**src/rtl/legacy_irq_regs.sv**
```systemverilog
module legacy_irq_regs #(
  parameter int              ADDR_W = 16,
  parameter logic [ADDR_W-1:0] BASE = 16'h0400,
  parameter logic [7:0]      SPK_HI = 8'h20
) (
  input  logic              clk,
  input  logic              rst_n,
  input  logic              acc_valid,
  input  logic              acc_write,
  input  logic [ADDR_W-1:0] acc_addr,
  input  logic [1:0]        acc_size,
  input  logic [7:0]        acc_wdata,
  output logic [63:0]       acc_rdata,
  output logic              acc_err,
  input  logic [7:0]        src_set,
  input  logic [7:0]        src_clr,
  input  logic              tmr2_out,
  output logic              tmr_wr,
  output logic              tmr_rd,
  output logic [1:0]        tmr_sel,
  output logic [7:0]        tmr_wdata,
  input  logic [7:0]        tmr_rdata,
  output logic [7:0]        dma_mode_a,
  output logic [7:0]        dma_mode_b,
  output logic              irq
);
  localparam int OFF_W = 8;

  logic [ADDR_W-1:0] off_full;
  logic [OFF_W-1:0]  off;
  logic in_win, rd_dec, wr_dec, legal_rd, legal_wr, rd_fire, wr_fire, bad;
  logic [7:0] pend_q, en_q, m2_q, rd_mux, ack_mask, pend_n, en_n;

  assign off_full = acc_addr - BASE;
  assign off      = off_full[OFF_W-1:0];
  assign in_win   = (acc_addr >= BASE) && (off_full[ADDR_W-1:OFF_W] == '0);

  always_comb begin
    case (off)
      8'h20, 8'h21, 8'hA0, 8'hA1, 8'h40, 8'h41, 8'h42, 8'h61: rd_dec = 1'b1;
      default: rd_dec = 1'b0;
    endcase
    case (off)
      8'h20, 8'h21, 8'hA1, 8'h0B, 8'hD6, 8'h40, 8'h41, 8'h42, 8'h43,
      8'h08, 8'h0A, 8'h0D, 8'h0F, 8'hD0, 8'hD4, 8'hDA, 8'hDE,
      8'hA0, 8'h61, 8'h64: wr_dec = 1'b1;
      default: wr_dec = 1'b0;
    endcase
    case (off)
      8'h20:                rd_mux = pend_q;
      8'h21:                rd_mux = ~en_q;
      8'hA1:                rd_mux = ~m2_q;
      8'h40, 8'h41, 8'h42:  rd_mux = tmr_rdata;
      8'h61:                rd_mux = tmr2_out ? SPK_HI : 8'h00;
      default:              rd_mux = 8'h00;
    endcase
  end

  assign legal_rd = in_win && (((acc_size == 2'd0) && rd_dec) ||
                               ((acc_size == 2'd3) && (off == 8'h20)));
  assign legal_wr = in_win && (acc_size == 2'd0) && wr_dec;
  assign rd_fire  = acc_valid && !acc_write && legal_rd;
  assign wr_fire  = acc_valid &&  acc_write && legal_wr;
  assign bad      = acc_valid && !(acc_write ? legal_wr : legal_rd);

  assign tmr_wr    = wr_fire && (off[7:2] == 6'h10);
  assign tmr_rd    = rd_fire && (off[7:2] == 6'h10) && (off[1:0] != 2'd3);
  assign tmr_sel   = off[1:0];
  assign tmr_wdata = acc_wdata;

  assign ack_mask = (wr_fire && off == 8'h20 && !acc_wdata[3]) ? (8'h01 << acc_wdata[2:0]) : 8'h00;
  assign pend_n   = (pend_q & ~src_clr & ~ack_mask) | src_set;
  assign en_n     = (wr_fire && off == 8'h21) ? ~acc_wdata : en_q;

  always_ff @(posedge clk) begin
    if (!rst_n) begin
      pend_q     <= '0;
      en_q       <= '0;
      m2_q       <= '0;
      dma_mode_a <= '0;
      dma_mode_b <= '0;
      irq        <= 1'b0;
      acc_rdata  <= '0;
      acc_err    <= 1'b0;
    end else begin
      pend_q    <= pend_n;
      en_q      <= en_n;
      irq       <= |(pend_n & en_n);
      acc_err   <= bad;
      acc_rdata <= rd_fire ? {56'b0, rd_mux} : 64'b0;
      if (wr_fire && off == 8'hA1) m2_q       <= acc_wdata;
      if (wr_fire && off == 8'h0B) dma_mode_a <= acc_wdata;
      if (wr_fire && off == 8'hD6) dma_mode_b <= acc_wdata;
    end
  end
endmodule

```
**config.mk**
```make
export PLATFORM = sky130hd
export DESIGN_NAME = legacy_irq_regs
export DESIGN_NICKNAME = d
export VERILOG_FILES = /design/src/rtl/legacy_irq_regs.sv
export SDC_FILE = /design/constraint.sdc
export NUM_CORES = 1
export LEC_CHECK = 0
export CAP_MARGIN = 25
export CORE_UTILIZATION = 43
export DETAILED_ROUTE_END_ITERATION = 16
export GPL_TIMING_DRIVEN = 0
export PLACE_DENSITY = 0.88
export SYNTH_ARGS = -nofsm -noshare
export SYNTH_HDL_FRONTEND = slang
export SYNTH_SLANG_ARGS = --single-unit
export TNS_END_PERCENT = 1
```
**constraint.sdc**
```tcl
create_clock -name clk -period 3.5 [get_ports clk]
set_clock_uncertainty 0.15 [all_clocks]
set_input_delay 0.525 -clock clk [delete_from_list [all_inputs] [get_ports clk]]
set_output_delay 0.525 -clock clk [all_outputs]
set_load 0.02 [all_outputs]
```
==> results of run 1 <==
## routing by layer
layer / global-route usage / routed length, um
met5: 0 / 0
met2: 0.3674 / 3622
met4: 0.07367 / 131
met3: 0.05506 / 739
met1: 0.2515 / 2951
## sequential cells by signal, indices dropped and copies added (netlist names)
register / cells
acc_rdata: 8
dma_mode_a: 8
dma_mode_b: 8
en_q: 8
m2_q: 8
pend_q: 8
acc_err: 1
irq: 1
## cells by family after synthesis
| group | after synthesis | share of synthesized area |
|---|---|---|
| buffers and inverters | 89 | 0.2069 |
| AND/OR/NAND/NOR | 117 | 0.2177 |
| other | 1 | 0.001292 |
| AO/OA/AOI/OAI | 82 | 0.1703 |
| multiplexers | 17 | 0.05905 |
| flip-flops | 50 | 0.3448 |
## cells in the mapped netlist (2+ instances only)
master	instances	share of area
buf_4	66	0.17
o21ai_1	9	0.016
a21oi_2	8	0.024
buf_2	3	0.0052
nor4b_2	2	0.010
nand4_1	3	0.0065
nand3b_1	2	0.0052
clkbuf_1	6	0.0078
nand2_1	21	0.027
dfxtp_1	50	0.34
nand3_1	4	0.0069
a22oi_1	5	0.013
nor3b_1	2	0.0052
o21ai_0	9	0.016
nand2b_1	2	0.0043
buf_6	2	0.0078
and3_1	5	0.011
inv_1	12	0.016
o22ai_1	2	0.0043
nor2_1	47	0.061
a211oi_1	2	0.0052
a21oi_1	40	0.069
mux2i_1	16	0.055
and2_1	18	0.039
## worst min-delay path by stage
stage / from / to / slack [ps] / depth (start not counted)
2_1_floorplan: m2_q[5]$_SDFFE_PN0P_ / m2_q[5]$_SDFFE_PN0P_ / 280 / 2
3_3_place_gp: m2_q[5]$_SDFFE_PN0P_ / m2_q[5]$_SDFFE_PN0P_ / 290 / 2
3_5_place_dp: m2_q[6]$_SDFFE_PN0P_ / m2_q[6]$_SDFFE_PN0P_ / 300 / 2
4_1_cts: m2_q[6]$_SDFFE_PN0P_ / m2_q[6]$_SDFFE_PN0P_ / 310 / 2
5_1_grt: m2_q[6]$_SDFFE_PN0P_ / m2_q[6]$_SDFFE_PN0P_ / 320 / 2
6_report: m2_q[6]$_SDFFE_PN0P_ / m2_q[6]$_SDFFE_PN0P_ / 310 / 2
## power breakdown
part,internal (mW),leakage [nW],total (mW),switching (mW)
Combinational,0.130,1.43,0.262,0.132
Clock,0.305,0.0714,0.497,0.192
Sequential,0.575,0.405,0.579,0.00370
## critical path, delay by kind of cell
kind            cells  cell delay (ps)
compound gates      3              430
buf+inv             2              910
simple gates        3              810
## stage by stage
step	hold slack [ps]	cells	setup TNS, ps	power (mW)
3_5_place_dp	296.7	578	-532.0	0.8473
4_1_cts	310.5	586	0	1.337
6_report	309.9	586	0	1.338
2_1_floorplan	278.4	411	0	0.7469
5_1_grt	323.3	586	0	1.388
3_3_place_gp	288.7	578	-385.4	0.8446
## final cells by class
cell class              count  area [um2]  share of cell area
inverters                  12       45.04             0.01055
flip-flops and latches     50        1001              0.2345
plain buffers              77       555.5              0.1301
multi-input cells         272        1530              0.3584
well taps                  77       96.34             0.02257
clock inverters             2       60.06             0.01407
clock buffers               6       82.58             0.01934
repair buffers             90       898.4              0.2104
## repair_timing
item                                   in CTS  in global routing
setup endpoints to repair                   2                  2
gates resized for setup                     3                  3
endpoints found under the hold margin       0                  0
pin swaps                                   0                  0
==> metrics.cfg, run 1 <==
[worst_setup_path]
critPathRequiredTime_ps = 2820
endpoint = tmr_wr
critPathLaunch = acc_addr[6]
rrSetupSlack_ps = 2270
cp_max_fo = 6
reg2reg_from = pend_q[5]$_SDFF_PN0_
worstSetupPathType = in2out
r2r_cells = 4
end_kind = primary output
crit_path_start_kind = input port
arrival_ps = 2680
r2r_end = irq$_SDFF_PN0_
max_stage_delay_ps = 580
slowest_stage = clkdlybuf4s50_1
cp_cell_sequence = clkdlybuf4s50_1 -> or3b_4 -> nor4_4 -> o21a_1 -> o22ai_1 -> a31oi_1 -> and3_1 -> dlygate4sd2_1

[drt]
drc_errors = 18
routedWlPerCell_um = 12.70
viasPerCell = 4.741
drt_first_pass_iters = 11
drt_wl_total_um = 7445
num_vias = 2778
detail_route.iter0.violations = 202
final_antenna_net_count = 0

[global_routing]
overflow = 0
grt_pass1_wl_um = 12120
antenna_found_initial = 0
grt_max_degree = 16
grt_pass1_vias = 2633
track_usage = 0.2110

[power]
power.density_nw_per_um2 = 313.4
vdd_drop_max_uv = 345.2
p_leak_nw = 1.903

[floorplan]
die_x_um = 84.16
start_util = 0.4520
io_pins = 149
die_h_um = 84.16
rows = 29
die_area_um2 = 7083
coreArea_um2 = 6422

[sta]
rsz0062_at_grt = false
timing.final.crit_period_ps = 3351
fin_crit_sh = 0.9575
relSlewSlack = 0.5944
clock.fmax_ghz = 0.2984
max_slew.worst_pin.slew_ps = 606.7
hold_violations = 0
finalSetupViolCount = 0
fin_ws_ps = 148.7
final_max_slew_viol_count = 0

[cells_and_area]
fillers = 542
mostFrequentLayoutCells = clkdlybuf4s50_1 (88), buf_4 (66), conb_1 (56), dfxtp_1 (50), nor2_1 (47)
layout-area-overhead-vs-synth_pct = 47.07
nNetsFinal = 563
layout_commonest_cell = clkdlybuf4s50_1
utilization = 0.6647
layout-drive-gt1-share = 0.1945
finalInstanceArea_um2 = 4269
diodes = 0

[synthesis]
ys_types = 44
ys_seq_elements = 50
yosysSeqAreaShare = 0.3448
synthesis.area_per_instance_um2 = 8.154
yosys_warnings = 0
ys.flop_type = dfxtp_1
synthArstFlopShare = 0
synthesis.area_um2 = 2903
synth_cells = 356
synth_edf_count = 0

[clocking]
numCtsBuffers = 5
path_clk_slew_ps = 90
cts.sinks = 50
cts-htree-levels = 2
clock_path_buffers = 2
cts_root_buffer = clkbuf_8
cts_tree = done
clk_latency_ps = 300
cts_setup_buffers = 0
cts_hold_buf = 0

[status]
violations = DRC
status = complete, but fails checks

[place]
dp_hpwl_um = 5828
io_buffers = 90
place.gp.congestion = 0.9123
dp_slack_ps = -302.1
placed_cell_area_um2 = 4106

[job]
maxCapViolations = 0

[min_path]
hp-class = reg2reg

Note: power is estimated with default switching activity, not from simulation.
==> run 2, diff against run 1 <==
Settings changed: CORE_UTILIZATION 43 to 36, PLACE_DENSITY 0.88 to 0.79.
Clock period 3.5 ns to 2.9 ns, I/O delays scaled along.
==> metrics.cfg, run 2 (same netlist as run 1, synthesis figures left out) <==
[sta]
rsz0062_at_grt = true  ; was false
hold_violations = 0  ; unchanged
whs_ps = 305.2  ; was 309.9 ps
fin_crit_sh = 0.9766
relSlewSlack = 0.5702  ; was 0.5944
timing.final.crit_period_ps = 2832
clock.fmax_ghz = 0.3531
finalSetupViolCount = 0  ; unchanged
final_max_slew_viol_count = 0  ; unchanged
finalSetupTns_ps = 0  ; unchanged
max_slew.worst_pin.slew_ps = 642.8  ; was 606.7 ps

[worst_setup_path]
crit_path_start_kind = input port  ; unchanged
r2r_cells = 4  ; unchanged
rrSetupSlack_ps = 1660  ; was 2270 ps
arrival_ps = 2250  ; was 2680 ps
worstSetupPathType = in2out  ; unchanged
reg2reg_from = pend_q[5]$_SDFF_PN0_  ; unchanged
end_kind = primary output  ; unchanged
r2r_end = irq$_SDFF_PN0_  ; unchanged
critPathLaunch = acc_addr[4]  ; was acc_addr[6]
critPathRequiredTime_ps = 2320  ; was 2820 ps
cp_max_fo = 10  ; was 6

[floorplan]
io_pins = 149  ; unchanged
coreArea_um2 = 7767  ; was 6422 um2
die_area_um2 = 8426  ; was 7083 um2
die_x_um = 91.80  ; was 84.16 um
die_h_um = 91.80  ; was 84.16 um
rows = 32  ; was 29
start_util = 0.3737  ; was 0.4520

[place]
place.gp.congestion = 0.9094  ; was 0.9123
dp_hpwl_um = 6008  ; was 5828 um
io_buffers = 90  ; unchanged
placed_cell_area_um2 = 4138  ; was 4106 um2

[cells_and_area]
utilization = 0.5501  ; was 0.6647
layout-drive-gt1-share = 0.2000  ; was 0.1945
finalInstanceArea_um2 = 4273  ; was 4269 um2
mostFrequentLayoutCells = clkdlybuf4s50_1 (82), buf_4 (67), conb_1 (56), dfxtp_1 (50), nor2_1 (46)  ; was clkdlybuf4s50_1 (88), buf_4 (66), conb_1 (56), dfxtp_1 (50), nor2_1 (47)
nNetsFinal = 564  ; was 563
fillers = 757  ; was 542
layout_commonest_cell = clkdlybuf4s50_1  ; unchanged
diodes = 0  ; unchanged
layout-area-overhead-vs-synth_pct = 47.20  ; was 47.07%

[clocking]
cts.sinks = 50  ; unchanged
numCtsBuffers = 5  ; unchanged
path_clk_slew_ps = 90  ; about the same
cts_root_buffer = clkbuf_8  ; unchanged
clock_path_buffers = 2  ; unchanged
cts_tree = done  ; unchanged
cts_hold_buf = 0  ; unchanged
clk_latency_ps = 300  ; about the same
cts-htree-levels = 2  ; unchanged

[global_routing]
antenna_found_initial = 0  ; unchanged
grt_max_degree = 15  ; was 16
grt_pass1_vias = 2566  ; was 2633
overflow = 0  ; unchanged
track_usage = 0.1717  ; was 0.2110
grt_pass1_wl_um = 11610  ; was 12120 um

[drt]
drt_first_pass_iters = 5  ; was 11
num_vias = 2754  ; was 2778
routedWlPerCell_um = 12.33  ; was 12.70 um
detail_route.iter0.violations = 120  ; was 202
drt_wl_total_um = 7547  ; was 7445 um
drc_errors = 0  ; was 18
viasPerCell = 4.500  ; was 4.741
final_antenna_net_count = 0  ; unchanged

[min_path]
hold_start = m2_q[5]$_SDFFE_PN0P_  ; was m2_q[6]$_SDFFE_PN0P_
hold_depth = 2  ; unchanged
hp-class = reg2reg  ; unchanged
min_to = m2_q[5]$_SDFFE_PN0P_  ; was m2_q[6]$_SDFFE_PN0P_

[power]
vdd_drop_max_uv = 290.9  ; was 345.2 uV
power.density_nw_per_um2 = 350.1  ; was 313.4 nW/um2
p_leak_nw = 1.887  ; was 1.903 nW
power_mw = 1.496  ; was 1.338 mW

[job]
maxCapViolations = 0  ; unchanged

[status]
status = finished clean  ; was complete, but fails checks

==> run 2: cell count changes in the layout (fill, tap and decap cells not counted), sizes merged <==
cell	delta
clkbuf	+2
clkdlybuf4s50	-6
dlygate4sd2	+4
bufinv	-1
clkdlybuf4s15	+1
buf	+1
==> run 2: routing by layer <==
| metal | GRT usage | wire, um |
|---|---|---|
| met5 | 0 | 0 |
| met4 | 0.05859 | 133 |
| met3 | 0.04478 | 597 |
| met2 | 0.3145 | 3733 |
| met1 | 0.1914 | 3083 |
==> run 2: layout make-up <==
class	count	area (um2)	share of cell area
clock buffer	7	76.32	0.01786
timing repair buffer	91	897.1	0.2100
multi-input combinational	272	1538	0.3599
tap	102	127.6	0.02987
clock inverter	1	30.03	0.007028
inverter	12	45.04	0.01054
sequential	50	1001	0.2343
buffer	77	558.0	0.1306
==> run 2: worst max-delay path by stage <==
stage | endpoint | slack, ps
4_1_cts | tmr_rd | 40
2_1_floorplan | tmr_wr | 550
3_5_place_dp | tmr_wr | -750
3_3_place_gp | tmr_wr | -670
5_1_grt | tmr_rd | -3
6_report | tmr_rd | 70
==> run 2: where the power goes <==
part | internal, mW | switching (mW)
registers | 0.694 | 0.00439
clock network | 0.258 | 0.225
logic | 0.154 | 0.160
total | 1.11 | 0.389
==> run 2: stage by stage <==
step	std cells	worst slack, ps
after global placement	603	-668.6
after CTS	611	42.17
final	612	67.94
after detailed placement	603	-749.8
after global routing	612	-2.945
after floorplan	411	549.1
==> run 2: critical path, cell delays in order <==
cell             delay (ps)
dlygate4sd2_1           330
nor4b_4                 330
and3_4                  230
buf_6                   140
nand3_4                  80
a211oi_2                250
and3_1                  190
clkdlybuf4s15_2         260
==> run 2: repair_timing <==
action | CTS | global route
setup endpoints to repair | 2 | 2
pin swaps | 1 | 2
buffers inserted | 0 | 1
gates resized for setup | 17 | 3
